===== src/rtl/stat_pkg.sv =====
package stat_pkg;
  localparam int WORD_W     = 16;
  localparam int ADDR_W     = 8;
  localparam int ADD_W      = 5;
  localparam int ROLL_W     = 64;
  localparam int ROLL_WORDS = ROLL_W / WORD_W;
  localparam int STRIDE_LG2 = 2;
  localparam int EXT_W      = 48;

  localparam logic [ADDR_W-1:0] ADR_CTRL  = 8'h00;
  localparam logic [ADDR_W-1:0] ADR_ROLL0 = 8'h01;
  localparam logic [ADDR_W-1:0] ADR_MASK0 = 8'h05;
  localparam logic [ADDR_W-1:0] ADR_CTR0  = 8'h10;

  localparam int CTRL_SNAP_BIT = 0;
  localparam int CTRL_CLR_BIT  = 1;

  typedef enum logic [2:0] {RG_NONE, RG_CTRL, RG_ROLL, RG_MASK, RG_CTR} region_e;
endpackage


===== src/rtl/stat_ctr_cell.sv =====
module stat_ctr_cell #(
  parameter int CTR_W    = 40,
  parameter int ADD_W    = 5,
  parameter bit IS_OCTET = 1'b0
) (
  input  logic             clk,
  input  logic             rst_n,
  input  logic [ADD_W-1:0] add,
  input  logic             clr,
  input  logic             snap,
  output logic [CTR_W-1:0] live,
  output logic [CTR_W-1:0] hold,
  output logic             wrap
);
  logic [ADD_W-1:0] step;
  logic [CTR_W:0]   sum;

  generate
    if (IS_OCTET) begin : g_octet
      assign step = add;
    end else begin : g_frame
      assign step = ADD_W'(|add);
    end
  endgenerate

  assign sum  = {1'b0, live} + (CTR_W+1)'(step);
  assign wrap = sum[CTR_W] & ~clr;

  always_ff @(posedge clk) begin
    if (!rst_n) begin
      live <= '0;
      hold <= '0;
    end else begin
      live <= clr ? '0 : sum[CTR_W-1:0];
      if (snap) hold <= live;
    end
  end
endmodule


===== src/rtl/stat_roll_flags.sv =====
module stat_roll_flags #(
  parameter int NUM_CTR = 24
) (
  input  logic                                          clk,
  input  logic                                          rst_n,
  input  logic [NUM_CTR-1:0]                            wrap,
  input  logic [stat_pkg::ROLL_WORDS-1:0]               rd_word_clr,
  input  logic [stat_pkg::ROLL_WORDS-1:0]               mask_we,
  input  logic [stat_pkg::WORD_W-1:0]                   mask_wdata,
  output logic [stat_pkg::ROLL_W-1:0]                   roll,
  output logic [stat_pkg::ROLL_W-1:0]                   mask,
  output logic                                          irq
);
  import stat_pkg::*;

  logic [ROLL_W-1:0] set_bits;
  logic [ROLL_W-1:0] clr_bits;

  always_comb begin
    set_bits = '0;
    set_bits[NUM_CTR-1:0] = wrap;
  end

  generate
    for (genvar w = 0; w < ROLL_WORDS; w++) begin : g_word
      assign clr_bits[w*WORD_W +: WORD_W] = {WORD_W{rd_word_clr[w]}};

      always_ff @(posedge clk) begin
        if (!rst_n) mask[w*WORD_W +: WORD_W] <= '0;
        else if (mask_we[w]) mask[w*WORD_W +: WORD_W] <= mask_wdata;
      end
    end
  endgenerate

  // a new wrap outranks the read-clear of its word
  always_ff @(posedge clk) begin
    if (!rst_n) roll <= '0;
    else        roll <= (roll & ~clr_bits) | set_bits;
  end

  assign irq = |(roll & mask);
endmodule


===== src/rtl/stat_read_mux.sv =====
module stat_read_mux #(
  parameter int NUM_CTR = 24,
  parameter int CTR_W   = 40
) (
  input  logic [stat_pkg::ADDR_W-1:0] addr,
  input  logic [NUM_CTR*CTR_W-1:0]    hold_flat,
  input  logic [stat_pkg::ROLL_W-1:0] roll,
  input  logic [stat_pkg::ROLL_W-1:0] mask,
  output logic [stat_pkg::WORD_W-1:0] rd_word
);
  import stat_pkg::*;

  region_e           region;
  logic [ADDR_W-1:0] ctr_off;
  logic [ADDR_W-1:0] roll_off;
  logic [ADDR_W-1:0] mask_off;
  logic [ADDR_W-STRIDE_LG2-1:0] idx;
  logic [STRIDE_LG2-1:0]        wsel;
  logic [CTR_W-1:0]  sel;
  logic [EXT_W-1:0]  ext;

  assign ctr_off  = addr - ADR_CTR0;
  assign roll_off = addr - ADR_ROLL0;
  assign mask_off = addr - ADR_MASK0;
  assign idx      = ctr_off[ADDR_W-1:STRIDE_LG2];
  assign wsel     = ctr_off[STRIDE_LG2-1:0];

  always_comb begin
    if (addr == ADR_CTRL)                                       region = RG_CTRL;
    else if (addr >= ADR_ROLL0 && int'(roll_off) < ROLL_WORDS)  region = RG_ROLL;
    else if (addr >= ADR_MASK0 && int'(mask_off) < ROLL_WORDS)  region = RG_MASK;
    else if (addr >= ADR_CTR0 && int'(idx) < NUM_CTR)           region = RG_CTR;
    else                                                        region = RG_NONE;
  end

  always_comb begin
    sel = '0;
    for (int i = 0; i < NUM_CTR; i++)
      if (int'(idx) == i) sel = hold_flat[i*CTR_W +: CTR_W];
    ext = '0;
    ext[CTR_W-1:0] = sel;
  end

  always_comb begin
    rd_word = '0;
    unique case (region)
      RG_ROLL: begin
        for (int w = 0; w < ROLL_WORDS; w++)
          if (int'(roll_off) == w) rd_word = roll[w*WORD_W +: WORD_W];
      end
      RG_MASK: begin
        for (int w = 0; w < ROLL_WORDS; w++)
          if (int'(mask_off) == w) rd_word = mask[w*WORD_W +: WORD_W];
      end
      RG_CTR: begin
        case (wsel)
          2'd0:    rd_word = ext[15:0];
          2'd1:    rd_word = ext[31:16];
          2'd2:    rd_word = {8'h00, ext[39:32]};
          default: rd_word = {8'h00, ext[47:40]};
        endcase
      end
      default: rd_word = '0;
    endcase
  end
endmodule


===== src/rtl/stat_counter_bank.sv =====
module stat_counter_bank #(
  parameter int          NUM_CTR    = 24,
  parameter int          CTR_W      = 40,
  parameter logic [63:0] OCTET_MASK = 64'h0000_0000_0081_4001
) (
  input  logic                               clk,
  input  logic                               rst_n,
  input  logic [NUM_CTR*stat_pkg::ADD_W-1:0] ctr_add,
  input  logic                               reg_wr,
  input  logic                               reg_rd,
  input  logic [stat_pkg::ADDR_W-1:0]        reg_addr,
  input  logic [stat_pkg::WORD_W-1:0]        reg_wdata,
  output logic [stat_pkg::WORD_W-1:0]        reg_rdata,
  output logic                               irq
);
  import stat_pkg::*;

  logic                       do_snap;
  logic                       do_clr;
  logic [NUM_CTR*CTR_W-1:0]   live_flat;
  logic [NUM_CTR*CTR_W-1:0]   hold_flat;
  logic [NUM_CTR-1:0]         wrap;
  logic [ROLL_WORDS-1:0]      rd_word_clr;
  logic [ROLL_WORDS-1:0]      mask_we;
  logic                       roll_rd_any;
  logic [ROLL_W-1:0]          roll;
  logic [ROLL_W-1:0]          mask;
  logic [WORD_W-1:0]          rd_word;

  assign do_snap = reg_wr && reg_addr == ADR_CTRL && reg_wdata[CTRL_SNAP_BIT];
  assign do_clr  = reg_wr && reg_addr == ADR_CTRL && reg_wdata[CTRL_CLR_BIT];

  generate
    for (genvar w = 0; w < ROLL_WORDS; w++) begin : g_dec
      assign rd_word_clr[w] = reg_rd && reg_addr == ADR_ROLL0 + ADDR_W'(w);
      assign mask_we[w]     = reg_wr && reg_addr == ADR_MASK0 + ADDR_W'(w);
    end
    for (genvar i = 0; i < NUM_CTR; i++) begin : g_ctr
      stat_ctr_cell #(
        .CTR_W    (CTR_W),
        .ADD_W    (ADD_W),
        .IS_OCTET (OCTET_MASK[i])
      ) u_cell (
        .clk  (clk),
        .rst_n(rst_n),
        .add  (ctr_add[i*ADD_W +: ADD_W]),
        .clr  (do_clr),
        .snap (do_snap),
        .live (live_flat[i*CTR_W +: CTR_W]),
        .hold (hold_flat[i*CTR_W +: CTR_W]),
        .wrap (wrap[i])
      );
    end
  endgenerate

  assign roll_rd_any = |rd_word_clr;

  stat_roll_flags #(.NUM_CTR(NUM_CTR)) u_flags (
    .clk        (clk),
    .rst_n      (rst_n),
    .wrap       (wrap),
    .rd_word_clr(rd_word_clr),
    .mask_we    (mask_we),
    .mask_wdata (reg_wdata),
    .roll       (roll),
    .mask       (mask),
    .irq        (irq)
  );

  stat_read_mux #(.NUM_CTR(NUM_CTR), .CTR_W(CTR_W)) u_mux (
    .addr     (reg_addr),
    .hold_flat(hold_flat),
    .roll     (roll),
    .mask     (mask),
    .rd_word  (rd_word)
  );

  always_ff @(posedge clk) begin
    if (!rst_n)      reg_rdata <= '0;
    else if (reg_rd) reg_rdata <= rd_word;
  end
endmodule


===== config.mk =====
export PLATFORM = sky130hd
export DESIGN_NAME = stat_counter_bank
export DESIGN_NICKNAME = d
export VERILOG_FILES = /design/src/rtl/stat_pkg.sv /design/src/rtl/stat_ctr_cell.sv /design/src/rtl/stat_roll_flags.sv /design/src/rtl/stat_read_mux.sv /design/src/rtl/stat_counter_bank.sv
export SDC_FILE = /design/constraint.sdc
export NUM_CORES = 2
export LEC_CHECK = 0
export BUFFER_PORTS_ARGS = -buffer_cell sky130_fd_sc_hd__buf_2
export CELL_PAD_IN_SITES_DETAIL_PLACEMENT = 0
export CELL_PAD_IN_SITES_GLOBAL_PLACEMENT = 1
export CORE_MARGIN = 5
export CORE_UTILIZATION = 43
export CTS_CLUSTER_SIZE = 28
export DETAILED_ROUTE_END_ITERATION = 7
export GPL_TIMING_DRIVEN = 0
export HOLD_SLACK_MARGIN = 0.02
export PLACE_DENSITY_LB_ADDON = 0.1
export SLEW_MARGIN = 20
export SYNTH_ARGS = -nofsm -noshare
export SYNTH_HDL_FRONTEND = slang
export SYNTH_SLANG_ARGS = --single-unit

===== constraint.sdc =====
create_clock -name clk -period 3.73 [get_ports clk]
set_input_delay 0.9325 -clock clk [delete_from_list [all_inputs] [get_ports clk]]
set_output_delay 0.9325 -clock clk [all_outputs]
set_load 0.1 [all_outputs]

==> flow_summary.toml <==
[place]
dp_hpwl_um = 339000
io_buffers = 161
place.gp.congestion = 1.08

[worst_setup_path]
cp-end-kind = "register"
cp.arrival_ns = 4.89
required_ns = 4.50
r2r_start = "g_ctr[0].u_cell.hold[14]$_SDFFE_PN0P_"
cp_max_fo = 10
worstRegToRegCells = 7
crit_type = "primary input to register"
critPathLaunch = "reg_addr[3]"
crit_path_start_kind = "primary input"
r2r_end = "reg_rdata[14]$_SDFFE_PN0P_"
r2r_slack_ns = -0.05

[synthesis]
synth_ff_type = "dfxtp_1"
async_flop_share_pct = 0
synth_seq_cells = 2064
synth_cells = 11100
netlist.area_leader.share_pct = 45.1
post_synth.cell_area_avg_um2 = 8.23
yosys-top-cells-count = "nand2_1, dfxtp_1, nor2_1"
yosysSeqAreaShare_pct = 45.1
synthTopCellsByArea = "dfxtp_1, nand2_1, a21boi_0"
synth.largest_area_cell = "dfxtp_1"
ys_types = 94
ys.warnings.count = 0
synth_most_common_cell = "nand2_1"
syn-num-nets = 11300
synth-edff-count = 0
netlist_area_mm2 = 0.0916

[grt]
antenna_found_initial = 47
grtUsageTotal_pct = 38.2
grt_pass1_vias = 79500
gr-total-overflow = 0
grt_pass1_wl_um = 607000
grt_max_degree = 17

[sta]
fin_crit_ns = 4.12
hold_ws_ns = 0.363
finalHoldViolCount = 0
tightest_slew_ns = 1.40
maxSlewHeadroom_pct = 6.63
slew_violations = 0
skew_ns = 0.0474
rsz0062_at_grt = "yes"
fmax_mhz = 243
min_period_over_period_pct = 111
setup_violations = 17
setup_ws_ns = -0.394

[clock_tree]
htree_num_levels = 4
clkTransAtPathRegs_ns = 0.07
cts_sinks = 2064
cts_tree = "yes"
root_buffer = "clkbuf_16"
clk_latency_ns = 0.88
cts_buffer_depth = 3
cts-buffers-inserted = 227

[drt]
via_per_inst = 5.93
wire_per_inst_um = 30.2
first_pass_iters = 8
postRouteAntennaNets = 0
vias = 86700
wl_um = 441000
drt_iter0_drc = 11000
drcViolationCount = 0

[cells_and_area]
area_growth_pct = 16.2
drive_gt1_share_pct = 9.96
fin_nets = 11800

[min_path]
worstHoldStart = "reg_wdata[15]"
min_path_type = "primary input to register"
hold_path_depth = 3
min_to = "u_flags.mask[47]$_SDFFE_PN0P_"

[pwr]
p_leak_nw = 36.1
ir_drop_mv = 0.462
p_per_area_mw_per_mm2 = 454
p_total_mw = 48.3

[die]
die_x_um = 471
ioPinCount = 165
core_area_mm2 = 0.212
die_h_um = 471
start_util_pct = 43.2
rows = 169
die-area_mm2 = 0.222

[job]
maxCapViolCount = 0

[outcome]
status = "finished with violations"
failed_checks = "setup timing"
-- kinds of logic after synthesis --
family                   after synthesis  share of synthesized area [%]
XOR/XNOR                             813                           7.78
adder cells (fa/ha/maj)               69                          0.976
multiplexers                         171                           2.34
AO/OA/AOI/OAI                       2183                           16.7
buffers and inverters                742                           3.20
flip-flops                          2064                           45.1
AND/OR/NAND/NOR                     5080                           23.9
-- per-stage QoR --
stage / worst slack [ns] / cells / setup TNS (ns) / util, % / cell area, um2
6_report: -0.394 / 14600 / -2.98 / 50.2 / 106000
3_3_place_gp: -4.00 / 14100 / -4070.17 / 45.2 / 95900
5_1_grt: -0.117 / 14600 / -0.359 / 50.2 / 106000
4_1_cts: -0.108 / 14600 / -0.154 / 49.9 / 106000
2_1_floorplan: 0.183 / 11100 / 0 / - / 91600
3_5_place_dp: -3.84 / 14100 / -3272.58 / 45.4 / 96400
-- cells in the final DEF (no fill, tap or decap), drive strengths merged, types with 27 or more instances in the layout --
cell type,Yosys,routed
nand2,2626,2626
dfxtp,2064,2064
nor2,1184,1184
a21boi,1041,1041
clkbuf,545,866
xor2,558,558
nand3,398,398
buf,118,346
o21ai,298,298
a21oi,278,278
xnor2,255,255
and3,213,213
nand4,173,173
nor3,111,111
or3,106,106
mux2i,88,88
and2,81,81
inv,77,81
a22oi,79,79
a221oi,71,71
and4,66,66
ha,65,65
o22ai,63,63
clkinv,2,62
mux2,54,54
o211ai,45,45
o221ai,43,43
nor2b,39,39
a211oi,38,38
a22o,35,35
a31oi,31,31
mux4,29,29
diode,0,28
nor4,27,27
-- state kept, by name (all words and copies together), names as in the netlist --
register and cells:
g_ctr.u_cell.hold 960, u_flags.roll 64, u_flags.mask 64, reg_rdata 16, g_ctr.u_cell.live 960
-- critical path: stages --
cell and delay, ns:
buf_2 0.13, buf_4 0.28, buf_8 0.33, mux4_2 0.51, nand3_1 0.19, o211ai_1 0.47
a222oi_1 1.32, o31a_1 0.44, o31a_1 0.17, a211oi_1 0.07
-- what timing repair did --
action                                  in CTS  in global routing
resized for setup                          455                127
setup buffers                               28                 23
pin swaps                                   30                 27
endpoints found under the setup margin    1955                713
hold buffers                                 0                  0
gates cloned                                 0                  1
-- worst max-delay path by stage --
stage / to / slack [ns] / cells after the start
after floorplan: g_ctr[10].u_cell.live[10]$_SDFF_PP0_ / 0.18 / 13
after global placement: reg_rdata[15]$_SDFFE_PN0P_ / -4.00 / 12
after detailed placement: reg_rdata[5]$_SDFFE_PN0P_ / -3.84 / 14
after CTS: irq / -0.11 / 5
after global routing: reg_rdata[14]$_SDFFE_PN0P_ / -0.12 / 14
final: reg_rdata[14]$_SDFFE_PN0P_ / -0.39 / 10
-- routing by layer --
metal  global-route usage, %  vias up  wire length (um)
li1                        -    38800                 -
met1                    51.6    42200            185000
met2                    53.6     4518            175000
met3                    12.0     1153             49300
met4                    21.5       12             31800
met5                   0.216        -               103
-- final cells by class --
cell class | count | area (um2)
clock buffers | 331 | 6640
fillers | 20700 | 106000
plain buffers | 653 | 3260
repair buffers | 229 | 1570
clock inverters | 90 | 975
flip-flops and latches | 2064 | 41300
inverters | 79 | 309
well taps | 2821 | 3530
diodes | 28 | 70.1
multi-input cells | 8316 | 48800
-- power breakdown --
group / switching [mW] / internal [mW] / total [mW]
clock: 9.89 / 13.2 / 23.1
sequential: 0.139 / 22.2 / 22.3
combinational: 2.07 / 0.813 / 2.88
Note: power is estimated with default switching activity, not from simulation.
